File: src/rtl/scp_pkg.sv
`timescale 1ns/1ps
package scp_pkg;
  localparam int WORD_BITS = 16;
  localparam int SEL_BITS  = 4;
  localparam int PAY_BITS  = 10;
  localparam int NUM_VOL   = 6;
  localparam int SYNC_DEPTH = 2;

  localparam logic [SEL_BITS-1:0] SEL_CTLA     = 4'h0;
  localparam logic [SEL_BITS-1:0] SEL_CTLB     = 4'h1;
  localparam logic [SEL_BITS-1:0] SEL_VOL_BASE = 4'h2;
  localparam logic [SEL_BITS-1:0] SEL_CTLC     = 4'h8;
endpackage

File: src/rtl/scp_sync.sv
`timescale 1ns/1ps
module scp_sync #(
  parameter int DEPTH = 2
) (
  input  logic clk,
  input  logic rst,
  input  logic d_i,
  output logic lvl_o,
  output logic rise_o
);
  logic [DEPTH:0] pipe;

  always_ff @(posedge clk) begin
    if (rst) pipe <= '0;
    else     pipe <= {pipe[DEPTH-1:0], d_i};
  end

  assign lvl_o  = pipe[DEPTH-1];
  assign rise_o = pipe[DEPTH-1] & ~pipe[DEPTH];
endmodule

File: src/rtl/scp_shifter.sv
`timescale 1ns/1ps
module scp_shifter #(
  parameter int WB = 16
) (
  input  logic          clk,
  input  logic          rst,
  input  logic          bit_stb_i,
  input  logic          bit_i,
  input  logic          latch_stb_i,
  output logic          commit_o,
  output logic [WB-1:0] word_o
);
  localparam int CW   = $clog2(2*WB);
  localparam logic [CW-1:0] CMAX = CW'(2*WB-1);
  localparam logic [CW-1:0] CFULL = CW'(WB);

  logic [WB-1:0] sh_q;
  logic [CW-1:0] cnt_q;

  always_ff @(posedge clk) begin
    if (rst) begin
      sh_q     <= '0;
      cnt_q    <= '0;
      commit_o <= 1'b0;
      word_o   <= '0;
    end else begin
      commit_o <= 1'b0;
      if (latch_stb_i) begin
        cnt_q    <= '0;
        word_o   <= sh_q;
        commit_o <= (cnt_q == CFULL);
      end else if (bit_stb_i) begin
        sh_q <= {sh_q[WB-2:0], bit_i};
        if (cnt_q != CMAX) cnt_q <= cnt_q + 1'b1;
      end
    end
  end

  // latch always clears the count
  p_cnt_clear_r9: assert property (@(posedge clk) disable iff (rst)
    latch_stb_i |=> cnt_q == '0);
  // a commit only follows a full 16-bit count
  p_commit_full_r2: assert property (@(posedge clk) disable iff (rst)
    commit_o |-> $past(cnt_q) == CFULL && $past(latch_stb_i));
  // a count other than full never commits
  p_drop_short_r9: assert property (@(posedge clk) disable iff (rst)
    latch_stb_i && cnt_q != CFULL |=> !commit_o);
endmodule

File: src/rtl/scp_regfile.sv
`timescale 1ns/1ps
module scp_regfile
  import scp_pkg::*;
#(
  parameter int WB = WORD_BITS,
  parameter int AW = SEL_BITS,
  parameter int DW = PAY_BITS,
  parameter int NV = NUM_VOL
) (
  input  logic           clk,
  input  logic           rst,
  input  logic           commit_i,
  input  logic [WB-1:0]  word_i,
  output logic [DW-1:0]  ctla_o,
  output logic [DW-1:0]  ctlb_o,
  output logic [DW-1:0]  ctlc_o,
  output logic [NV*DW-1:0] vol_o
);
  localparam int RW = WB - AW - DW;
  localparam logic [AW-1:0] VBASE = SEL_VOL_BASE;
  localparam logic [AW-1:0] VEND  = AW'(int'(SEL_VOL_BASE) + NV);

  logic [AW-1:0] sel;
  logic [RW-1:0] rsv;
  logic [DW-1:0] pay;
  logic          ok_a, ok_b, ok_c, clean;
  logic          we_a, we_b, we_c, we_v;
  logic [AW-1:0] vidx;

  assign sel  = word_i[WB-1 -: AW];
  assign rsv  = word_i[DW +: RW];
  assign pay  = word_i[DW-1:0];
  assign vidx = sel - VBASE;

  always_comb begin
    ok_a  = (pay[7:5] != 3'b111) && (pay[4:3] != 2'b11) && (pay[1:0] != 2'b11);
    ok_b  = (pay[9:6] == 4'b0000);
    ok_c  = (pay[9:6] == 4'b0000) && !pay[1] && (pay[4:3] != 2'b11);
    clean = commit_i && (rsv == '0);
    we_a  = clean && (sel == SEL_CTLA) && ok_a;
    we_b  = clean && (sel == SEL_CTLB) && ok_b;
    we_c  = clean && (sel == SEL_CTLC) && ok_c;
    we_v  = clean && (sel >= VBASE) && (sel < VEND);
  end

  always_ff @(posedge clk) begin
    if (rst) begin
      ctla_o <= '0;
      ctlb_o <= '0;
      ctlc_o <= '0;
    end else begin
      if (we_a) ctla_o <= pay;
      if (we_b) ctlb_o <= pay;
      if (we_c) ctlc_o <= pay;
    end
  end

  for (genvar g = 0; g < NV; g++) begin : g_vol
    logic [DW-1:0] v_q;
    always_ff @(posedge clk) begin
      if (rst)                             v_q <= '1;
      else if (we_v && vidx == AW'(g))     v_q <= pay;
    end
    assign vol_o[g*DW +: DW] = v_q;
  end

  // nothing moves without a commit
  p_hold_idle_r10: assert property (@(posedge clk) disable iff (rst)
    !commit_i |=> $stable(ctla_o) && $stable(ctlb_o) && $stable(ctlc_o) && $stable(vol_o));
  // reserved selectors leave all state alone
  p_rsv_sel_r7: assert property (@(posedge clk) disable iff (rst)
    commit_i && sel > SEL_CTLC |=> $stable(ctla_o) && $stable(ctlb_o) && $stable(ctlc_o) && $stable(vol_o));
  // nonzero reserved bits discard the word
  p_rsv_bits_r8: assert property (@(posedge clk) disable iff (rst)
    commit_i && rsv != '0 |=> $stable(ctla_o) && $stable(ctlb_o) && $stable(ctlc_o) && $stable(vol_o));
  // state right after reset
  p_reset_vals_r1: assert property (@(posedge clk) disable iff (rst)
    $past(rst) |-> vol_o == '1 && ctla_o == '0 && ctlb_o == '0 && ctlc_o == '0);
  // stored control words never hold an undefined code
  p_no_bad_code_r8: assert property (@(posedge clk) disable iff (rst)
    ctla_o[1:0] != 2'b11 && ctla_o[4:3] != 2'b11 && ctlc_o[4:3] != 2'b11);
endmodule

File: src/rtl/scp_top.sv
`timescale 1ns/1ps
module scp_top
  import scp_pkg::*;
(
  input  logic        clk,
  input  logic        rst,
  input  logic        ser_clk,
  input  logic        ser_dat,
  input  logic        ser_latch,
  output logic [1:0]  deemph_sel,
  output logic [2:0]  fmt_sel,
  output logic [1:0]  wlen_sel,
  output logic        pwr_down,
  output logic [1:0]  interp_sel,
  output logic [5:0]  mute,
  output logic        stereo_copy,
  output logic [1:0]  mclk_factor,
  output logic        zflag_low,
  output logic        tdm_slave,
  output logic [NUM_VOL*PAY_BITS-1:0] vol
);
  localparam int NLINES = 3;

  logic [NLINES-1:0] raw, lvl, rise;
  logic              commit;
  logic [WORD_BITS-1:0] word;
  logic [PAY_BITS-1:0]  ctla, ctlb, ctlc;

  assign raw = {ser_latch, ser_dat, ser_clk};

  for (genvar i = 0; i < NLINES; i++) begin : g_sync
    scp_sync #(.DEPTH(SYNC_DEPTH)) u_sync (
      .clk(clk), .rst(rst), .d_i(raw[i]), .lvl_o(lvl[i]), .rise_o(rise[i]));
  end

  scp_shifter #(.WB(WORD_BITS)) u_shift (
    .clk(clk), .rst(rst),
    .bit_stb_i(rise[0]), .bit_i(lvl[1]), .latch_stb_i(rise[2]),
    .commit_o(commit), .word_o(word));

  scp_regfile #(.WB(WORD_BITS), .AW(SEL_BITS), .DW(PAY_BITS), .NV(NUM_VOL)) u_regs (
    .clk(clk), .rst(rst), .commit_i(commit), .word_i(word),
    .ctla_o(ctla), .ctlb_o(ctlb), .ctlc_o(ctlc), .vol_o(vol));

  assign deemph_sel  = ctla[9:8];
  assign fmt_sel     = ctla[7:5];
  assign wlen_sel    = ctla[4:3];
  assign pwr_down    = ctla[2];
  assign interp_sel  = ctla[1:0];
  assign mute        = ctlb[5:0];
  assign stereo_copy = ctlc[5];
  assign mclk_factor = ctlc[4:3];
  assign zflag_low   = ctlc[2];
  assign tdm_slave   = ctlc[0];

  logic unused_ok;
  assign unused_ok = ^{lvl[2], lvl[0], rise[1], ctlb[9:6], ctlc[9:6], ctlc[1]};
endmodule

File: config.mk
export PLATFORM = sky130hd
export DESIGN_NAME = scp_top
export DESIGN_NICKNAME = d
export VERILOG_FILES = /design/src/rtl/scp_pkg.sv /design/src/rtl/scp_sync.sv /design/src/rtl/scp_shifter.sv /design/src/rtl/scp_regfile.sv /design/src/rtl/scp_top.sv
export SDC_FILE = /design/constraint.sdc
export NUM_CORES = 1
export LEC_CHECK = 0
export BUFFER_PORTS_ARGS = -buffer_cell sky130_fd_sc_hd__buf_4
export CAP_MARGIN = 20
export CORE_AREA = 3 3 116 118
export DETAILED_ROUTE_END_ITERATION = 12
export DIE_AREA = 0 0 119 121
export GPL_ROUTABILITY_DRIVEN = 1
export HOLD_SLACK_MARGIN = 0.02
export PLACE_DENSITY = 0.61
export SLEW_MARGIN = 20
export SYNTH_ARGS = -nofsm -noshare
export SYNTH_HDL_FRONTEND = slang
export SYNTH_HIERARCHICAL = 1
export SYNTH_SLANG_ARGS = --single-unit
File: constraint.sdc
create_clock -name clk -period 2.4 [get_ports clk]
set_input_delay 0.36 -clock clk [delete_from_list [all_inputs] [get_ports clk]]
set_output_delay 0.36 -clock clk [all_outputs]
set_load 0.02 [all_outputs]
After elaboration in Yosys (flattened, before gate mapping)
Cells that the tools add are included.
{ "word_totals": {"elab_cells": 65, "register_bits": 128, "in_bits": 5} }
{ "op_classes": {"n_addsub": 2, "order_cmp": 2, "reduce_logical": 28, "n_bitwise": 5, "eq_ne": 12} }
{ "ops": {"columns": ["cell", "n"], "rows": [
  ["logical AND 1 bit", 19],
  ["logical NOT 4 bit", 3],
  ["equality test 4 x 1 -> 1 bit, second input constant", 2],
  ["equality test 4 x 2 -> 1 bit, second input constant", 2],
  ["equality test 4 x 3 -> 1 bit, second input constant", 2],
  ["adder 5 x 1 -> 5 bit, second input constant", 1],
  ["equality test 5 bit, second input constant", 1],
  ["!= test 5 bit, second input constant", 1],
  ["equality test 4 bit, second input constant", 1],
  [">= comparator 4 x 2 -> 1 bit, second input constant", 1],
  ["less-than comparator 4 bit, second input constant", 1],
  ["!= test 2 bit, second input constant", 2],
  ["AND reduction 2 bit", 2],
  ["OR reduction 2 bit", 2],
  ["subtractor 4 x 2 -> 4 bit, second input constant", 1],
  ["!= test 3 bit, second input constant", 1],
  ["NOT 1 bit", 3],
  ["bitwise AND 1 bit", 2],
  ["logical NOT 2 bit", 1],
  ["logical NOT 1 bit", 1]
]} }

Longest topological paths before layout
Gate-level depths: netlist of the first run.
{ "logic_depth": {"word_depth": 5, "depth_mapped": 7} }

Hierarchy
Netlist of the first run, hierarchy kept.
{ "by_module_without_submodules": {"columns": ["mod", "area_per_inst_um2", "n_inst", "cells_each"], "rows": [
  ["scp_regfile", 3224.3, 1, 336],
  ["scp_shifter", 1500.2, 1, 156],
  ["scp_sync", 87.6, 3, 7]
]} }

Least setup slack after synthesis of the first run
OpenSTA, ideal clock, no wires.
{ "synth_path": {"kind": "flip-flop to flip-flop", "from": "register u_shift.word_o[13]", "to": "register u_regs.g_vol[3].v_q[0]", "n_path_buf": 0, "stages_incl_launch_ff": 7, "setup_time_ns": 0.136, "arrival_time_ns": 1.894, "setup_slack_ns": 0.370, "cell_sequence": "dfxtp_1 inv_1 ha_1 or3b_1 nor4_1 nand2_1 mux2i_1"} }
{ "synth_between": {"elab_chain_len": 4, "word_cells_on_any_way": 7, "classes_between": "1 x add/sub; 2 x order compare; 1 x eq/ne; 3 x reduce/logical"} }
{ "synth_rtl": {"columns": ["item", "line", "source"], "rows": [
  ["start, declared", "scp_shifter.sv:11", "output logic [WB-1:0] word_o"],
  ["start signal, assigned", "scp_shifter.sv:30", "word_o <= sh_q;"],
  ["parallel branches: the longest is 3 deep, another holds subtractor 4 x 2 -> 4 bit", null, null],
  ["logical AND 1 bit *", "scp_regfile.sv:62", "else if (we_v && vidx == AW'(g)) v_q <= pay;"],
  ["end signal, assigned", "scp_regfile.sv:62", null],
  ["end, declared", "scp_regfile.sv:59", "logic [DW-1:0] v_q;"]
]} }
Every way passes the cells marked *.
A chain may end at the register's enable or synchronous reset.

Worst setup path after layout of the first run
{ "layout_path": {"from": "register u_shift.word_o[13]", "to": "register u_regs.g_vol[3].v_q[2]"} }
Same word-level chain as after synthesis.

==> results of run 1 <==
power by group through the flow:
| stage | clock network [uW] | registers [uW] | logic (uW) |
|---|---|---|---|
| floorplan | 0 | 2160 | 82.9 |
| global placement | 0 | 2160 | 113 |
| detailed placement | 0 | 2160 | 115 |
| CTS | 2730 | 2120 | 115 |
| global route | 2840 | 2120 | 123 |
| finish | 2680 | 2120 | 113 |
path summary, 6_finish.rpt:
| path | to | slack (ns) | cells after the start |
|---|---|---|---|
| worst max-delay path | u_regs/g_vol[3].v_q[2] | 0.22 | 7 |
| worst min-delay path | g_sync[1].u_sync/pipe[0] | 0.16 | 2 |
| worst max register to register | u_regs/g_vol[3].v_q[2] | 0.22 | 7 |
| worst min register to register | g_sync[0].u_sync/pipe[1] | 0.43 | 1 |
worst reg2reg max path: stages (launching register included):
cell,delay [ns]
dfxtp_1,0.42
inv_1,0.07
ha_1,0.34
or3b_1,0.46
nor4_1,0.32
nand2_1,0.09
buf_4,0.20
mux2i_1,0.14
layer usage:
metal	wire length (um)	GRT usage [%]	vias up
met4	116	4.345	0
met3	618	5.781	10
met2	5202	25.29	91
met1	5036	20.88	1665
met5	0	0	-
li1	-	-	1835
cell type report:
type                       count  area (sq um)
fill                        1171          6437
sequential                   127          2542
multi-input combinational    324          1987
timing repair buffer          98         748.2
clock buffer                  17         425.4
tap                          172         215.2
clock inverter                15         197.7
inverter                       4         15.01
layout by cell type, fill, tap and decap left out, drive strengths merged:
| master | n |
|---|---|
| clkinv | 3 |
| inv | 11 |
| o21ai | 1 |
| a21oi | 69 |
| nand4 | 1 |
| xor2 | 1 |
| clkinvlp | 2 |
| dfxtp | 127 |
| nor3b | 1 |
| a2111oi | 2 |
| nand2b | 23 |
| bufinv | 3 |
| clkbuf | 17 |
| nor4b | 1 |
| nor3 | 53 |
| or4b | 1 |
| or3b | 2 |
| or2 | 3 |
| nor2 | 49 |
| nand3 | 1 |
| ha | 5 |
| nor4 | 5 |
| mux2i | 47 |
| buf | 98 |
| xnor2 | 1 |
| or3 | 2 |
| nand3b | 1 |
| and3 | 3 |
| nor2b | 13 |
| nand2 | 39 |
registers in the layout, indices dropped and copies added (netlist names):
signal and cells:
u_regs/g_vol.v_q 60, u_shift/sh_q 16, u_shift/word_o 16, u_regs/ctla_o 10
g_sync.u_sync/pipe 8, u_regs/ctlb_o 6, u_regs/ctlc_o 5, u_shift/cnt_q 5
u_shift/commit_o 1
through the flow:
| stage | worst slack (ns) | util (%) |
|---|---|---|
| 5_1_grt | 0.09029 | 48.78 |
| 6_report | 0.2227 | 48.78 |
| 3_5_place_dp | 0.2549 | 43.82 |
| 3_3_place_gp | 0.3230 | 43.82 |
| 2_1_floorplan | 0.3700 | - |
| 4_1_cts | 0.2404 | 48.78 |
==> results_dict.tcl, run 1 <==
set metrics [dict create \
    cp-startpoint "u_shift/word_o[13]" \
    antenna_left 0 \
    crit_slowest_cell "or3b_1" \
    crit_fanout 10 \
    postPlaceCellArea_sq_um 5508 \
    grt_usage_pct 16.06 \
    die_w_um 119 \
    drt_iter0_markers 270 \
    clkSinkCount 127 \
    netSwitchingFraction_pct 22.28 \
    io_pins 86 \
    hold_class "in2reg" \
    start_kind "flop" \
    cts_tree "done" \
    cts_made_buffers 17 \
    finalMaxSlewViolations 0 \
    antenna_found_initial 0 \
    endpoint_kind "flop" \
    final_area_sq_um 6131 \
    r2r_start "u_shift/word_o[13]" \
    drv_cap 0 \
    cts_max_level 4 \
    slew_headroom_pct 43.88 \
    io_buffers 85 \
    grt_pass1_wl_um 18180 \
    dp_cells 725 \
    path_buf_inv 2 \
    final_cells 757 \
    grt_overflow 0 \
    gp_congestion 0.7730 \
    fin_skew_ns 0.01143 \
    cts_resized 0 \
    critPathTopFamily "simple AND/OR/NAND/NOR gates" \
    power.total_uw 4906 \
    setup_violations 0 \
    vias 3601 \
    setup_tns_ns 0 \
    min_from "ser_dat" \
    layout.nets 582 \
    finalHoldViolCount 0 \
    syn_area_sq_um 4688 \
    crit_type "reg2reg" \
    cpPeakStageDelay_ns 0.46 \
    leakage_uw 0.002401 \
    power.internal_uw 3813 \
    core_area_sq_um 12570 \
    fmax_mhz 459.3 \
    num_antenna_cells 0 \
    switchingPower_uw 1093 \
    tightest_slew_ns 0.8418 \
    arrival_ns 2.44 \
    ir_worst_vdd_mv 0.4800 \
    syn_inst 489 \
    power.density_nw_per_um2 800.3 \
    seqPwrFrac_pct 43.2 \
    syn2layout_area_growth_pct 30.77 \
    combPwrFrac_pct 2.3 \
    wl_um 10970 \
    rsz0062_at_grt "false" \
    period_share_pct 90.72 \
    clk_pin_slew_ns 0.06 \
    hpwlAfterDp_um 7364 \
    drc 0 \
    rows 41 \
    status "completed" \
    synth_fp_nets 499 \
    cts-root-buf "clkbuf_16" \
    final_layout_size_suffix_gt1_share_pct 27.35 \
    drt_pass1_iterations 5 \
    clock_path_buffers 2 \
    min_period_ns 2.177 \
    wire_per_inst_um 14.50 \
    crit_chain "inv_1 > ha_1 > or3b_1 > nor4_1 > nand2_1 > buf_4 > mux2i_1" \
    synth_area_per_cell_sq_um 9.587 \
    postCtsSetupRepairBufs 0 \
    holdWs_ns 0.1625 \
    clock_latency_ns 0.41 \
    grt_pass1_vias 3516 \
    initial_utilization_pct 37.30 \
    chipHeight_um 121 \
    pwr-share-clk_pct 54.5 \
    dieArea_sq_um 14400 \
    grt_max_degree 54 \
    cts_hold_buf 0 \
    required_ns 2.66 \
    yosys_warnings 6 \
    detail_route.vias_per_cell 4.757 \
]
Power figures use the tool's default switching activity.
==> inputs of run 2 (changes only) <==
--- a/config.mk
+++ b/config.mk
@@ -5,6 +5,7 @@
 export SDC_FILE = /design/constraint.sdc
 export NUM_CORES = 1
 export LEC_CHECK = 0
+export ABC_AREA = 0
 export BUFFER_PORTS_ARGS = -buffer_cell sky130_fd_sc_hd__buf_4
 export CAP_MARGIN = 20
 export CORE_AREA = 3 3 116 118
@@ -12,7 +13,7 @@
 export DIE_AREA = 0 0 119 121
 export GPL_ROUTABILITY_DRIVEN = 1
 export HOLD_SLACK_MARGIN = 0.02
-export PLACE_DENSITY = 0.61
+export PLACE_DENSITY = 0.62
 export SLEW_MARGIN = 20
 export SYNTH_ARGS = -nofsm -noshare
 export SYNTH_HDL_FRONTEND = slang
==> results_dict.tcl, run 2 (synthesis results as in run 1) <==
set metrics [dict create \
    drt_iter0_markers 211 \
    period_share_pct 90.21 \
    cts_hold_buf 0 \
    leakage_uw 0.002380 \
    dieArea_sq_um 14400 \
    chipHeight_um 121 \
    hpwlAfterDp_um 7332 \
    fin_skew_ns 0.01080 \
    io_buffers 85 \
    syn2layout_area_growth_pct 30.08 \
    clock_latency_ns 0.41 \
    setup_violations 0 \
    largest_reg_flops 60 \
    core_area_sq_um 12570 \
    ir_worst_vdd_mv 0.4153 \
    cts_resized 0 \
    setup_tns_ns 0 \
    clkSinkCount 127 \
    vias 3630 \
    drc 0 \
    grt_usage_pct 15.38 \
    gp_congestion 0.7660 \
    grt_pass1_wl_um 17520 \
    min_period_ns 2.165 \
    power.density_nw_per_um2 786.5 \
    start_kind "flop" \
    crit_fanout 20 \
    antenna_left 0 \
    holdWs_ns 0.1575 \
    regMostFlops "u_regs/g_vol.v_q" \
    cts_tree "done" \
    grt_overflow 0 \
    cpPeakStageDelay_ns 0.45 \
    drv_cap 0 \
    grt_pass1_vias 3355 \
    power.total_uw 4797 \
    detail_route.vias_per_cell 4.802 \
    grt_max_degree 82 \
    required_ns 2.74 \
    clk_pin_slew_ns 0.06 \
    die_w_um 119 \
    initial_utilization_pct 37.30 \
    cts_max_level 4 \
    layout_commonest_cell "dfxtp_1" \
    fmax_mhz 461.9 \
    min_from "ser_clk" \
    arrival_ns 2.50 \
    status "completed" \
    rows 41 \
    final_core_util_pct 48.52 \
    endpoint_kind "flop" \
    crit_chain "inv_1 > ha_1 > or3b_1 > nor4_2 > buf_4 > nor3_1 > a21oi_1" \
    crit_type "reg2reg" \
    finalHoldViolCount 0 \
    cts_made_buffers 17 \
    layout_common_cells "127 x dfxtp_1, 96 x buf_4, 59 x a21oi_1" \
    layout.nets 581 \
    final_layout_size_suffix_gt1_share_pct 27.23 \
    tightest_slew_ns 0.8365 \
    wire_per_inst_um 14.38 \
    r2r_start "u_shift/word_o[13]" \
    antenna_found_initial 0 \
    clock_path_buffers 2 \
    slew_headroom_pct 44.03 \
    finalMaxSlewViolations 0 \
    reg_top3 "u_regs/g_vol.v_q (60), u_shift/sh_q (16), u_shift/word_o (16)" \
    crit_slowest_cell "or3b_1" \
    drt_pass1_iterations 6 \
    num_antenna_cells 0 \
    n_fill_cell 1184 \
    io_pins 86 \
    rsz0062_at_grt "false" \
    cts-root-buf "clkbuf_16" \
    cp-startpoint "u_shift/word_o[13]" \
    postCtsSetupRepairBufs 0 \
    hold_class "in2reg" \
    wl_um 10870 \
]
## run 2: worst paths after layout
check / to / slack (ns) / cells past startpoint
worst min-delay path: g_sync[0].u_sync/pipe[0] / 0.16 / 2
worst min register to register: g_sync[2].u_sync/pipe[1] / 0.43 / 1
worst max register to register: u_regs/g_vol[2].v_q[4] / 0.23 / 7
worst max-delay path: u_regs/g_vol[2].v_q[4] / 0.23 / 7
## run 2: report_power, final
part           switching (uW)  internal, uW  total (uW)  leakage [uW]
sequential               2.74          2120        2120       0.00103
clock                    1000          1560        2570      0.000284
combinational            82.4          31.0         113       0.00107
## run 2: layout make-up
type | instances | area (sq um) | area share, %
tap | 172 | 215.2 | 3.529
multi-input combinational | 324 | 1987 | 32.58
clock buffer | 17 | 425.4 | 6.976
sequential | 127 | 2542 | 41.69
timing repair buffer | 97 | 740.7 | 12.15
inverter | 4 | 15.01 | 0.2462
clock inverter | 15 | 172.7 | 2.831
## run 2: worst max-delay path, delay by kind of cell, from the launching register on
| kind | cells | cell delay [ns] |
|---|---|---|
| buffers and inverters | 2 | 0.34 |
| flip-flops | 1 | 0.42 |
| AND/OR/NAND/NOR | 3 | 0.87 |
| AO/OA/AOI/OAI | 1 | 0.13 |
| adder cells (fa/ha/maj) | 1 | 0.34 |
## run 2: per-layer routing
metal	GRT usage [%]	wire, um	share of wire [%]	vias up
met1	20.09	5104	47	1695
met4	5.431	126	1.2	0
li1	-	-	-	1831
met3	4.476	520	4.8	13
met5	0	0	0	-
met2	24.30	5121	47	91
## run 2: through the flow
stage / area, sq um / std cells / worst slack, ns
6_report: 6098 / 756 / 0.2350
5_1_grt: 6098 / 756 / 0.05206
4_1_cts: 6098 / 756 / 0.2471
3_5_place_dp: 5500 / 724 / 0.2540
3_3_place_gp: 5500 / 724 / 0.3307
2_1_floorplan: 4688 / 489 / 0.3700
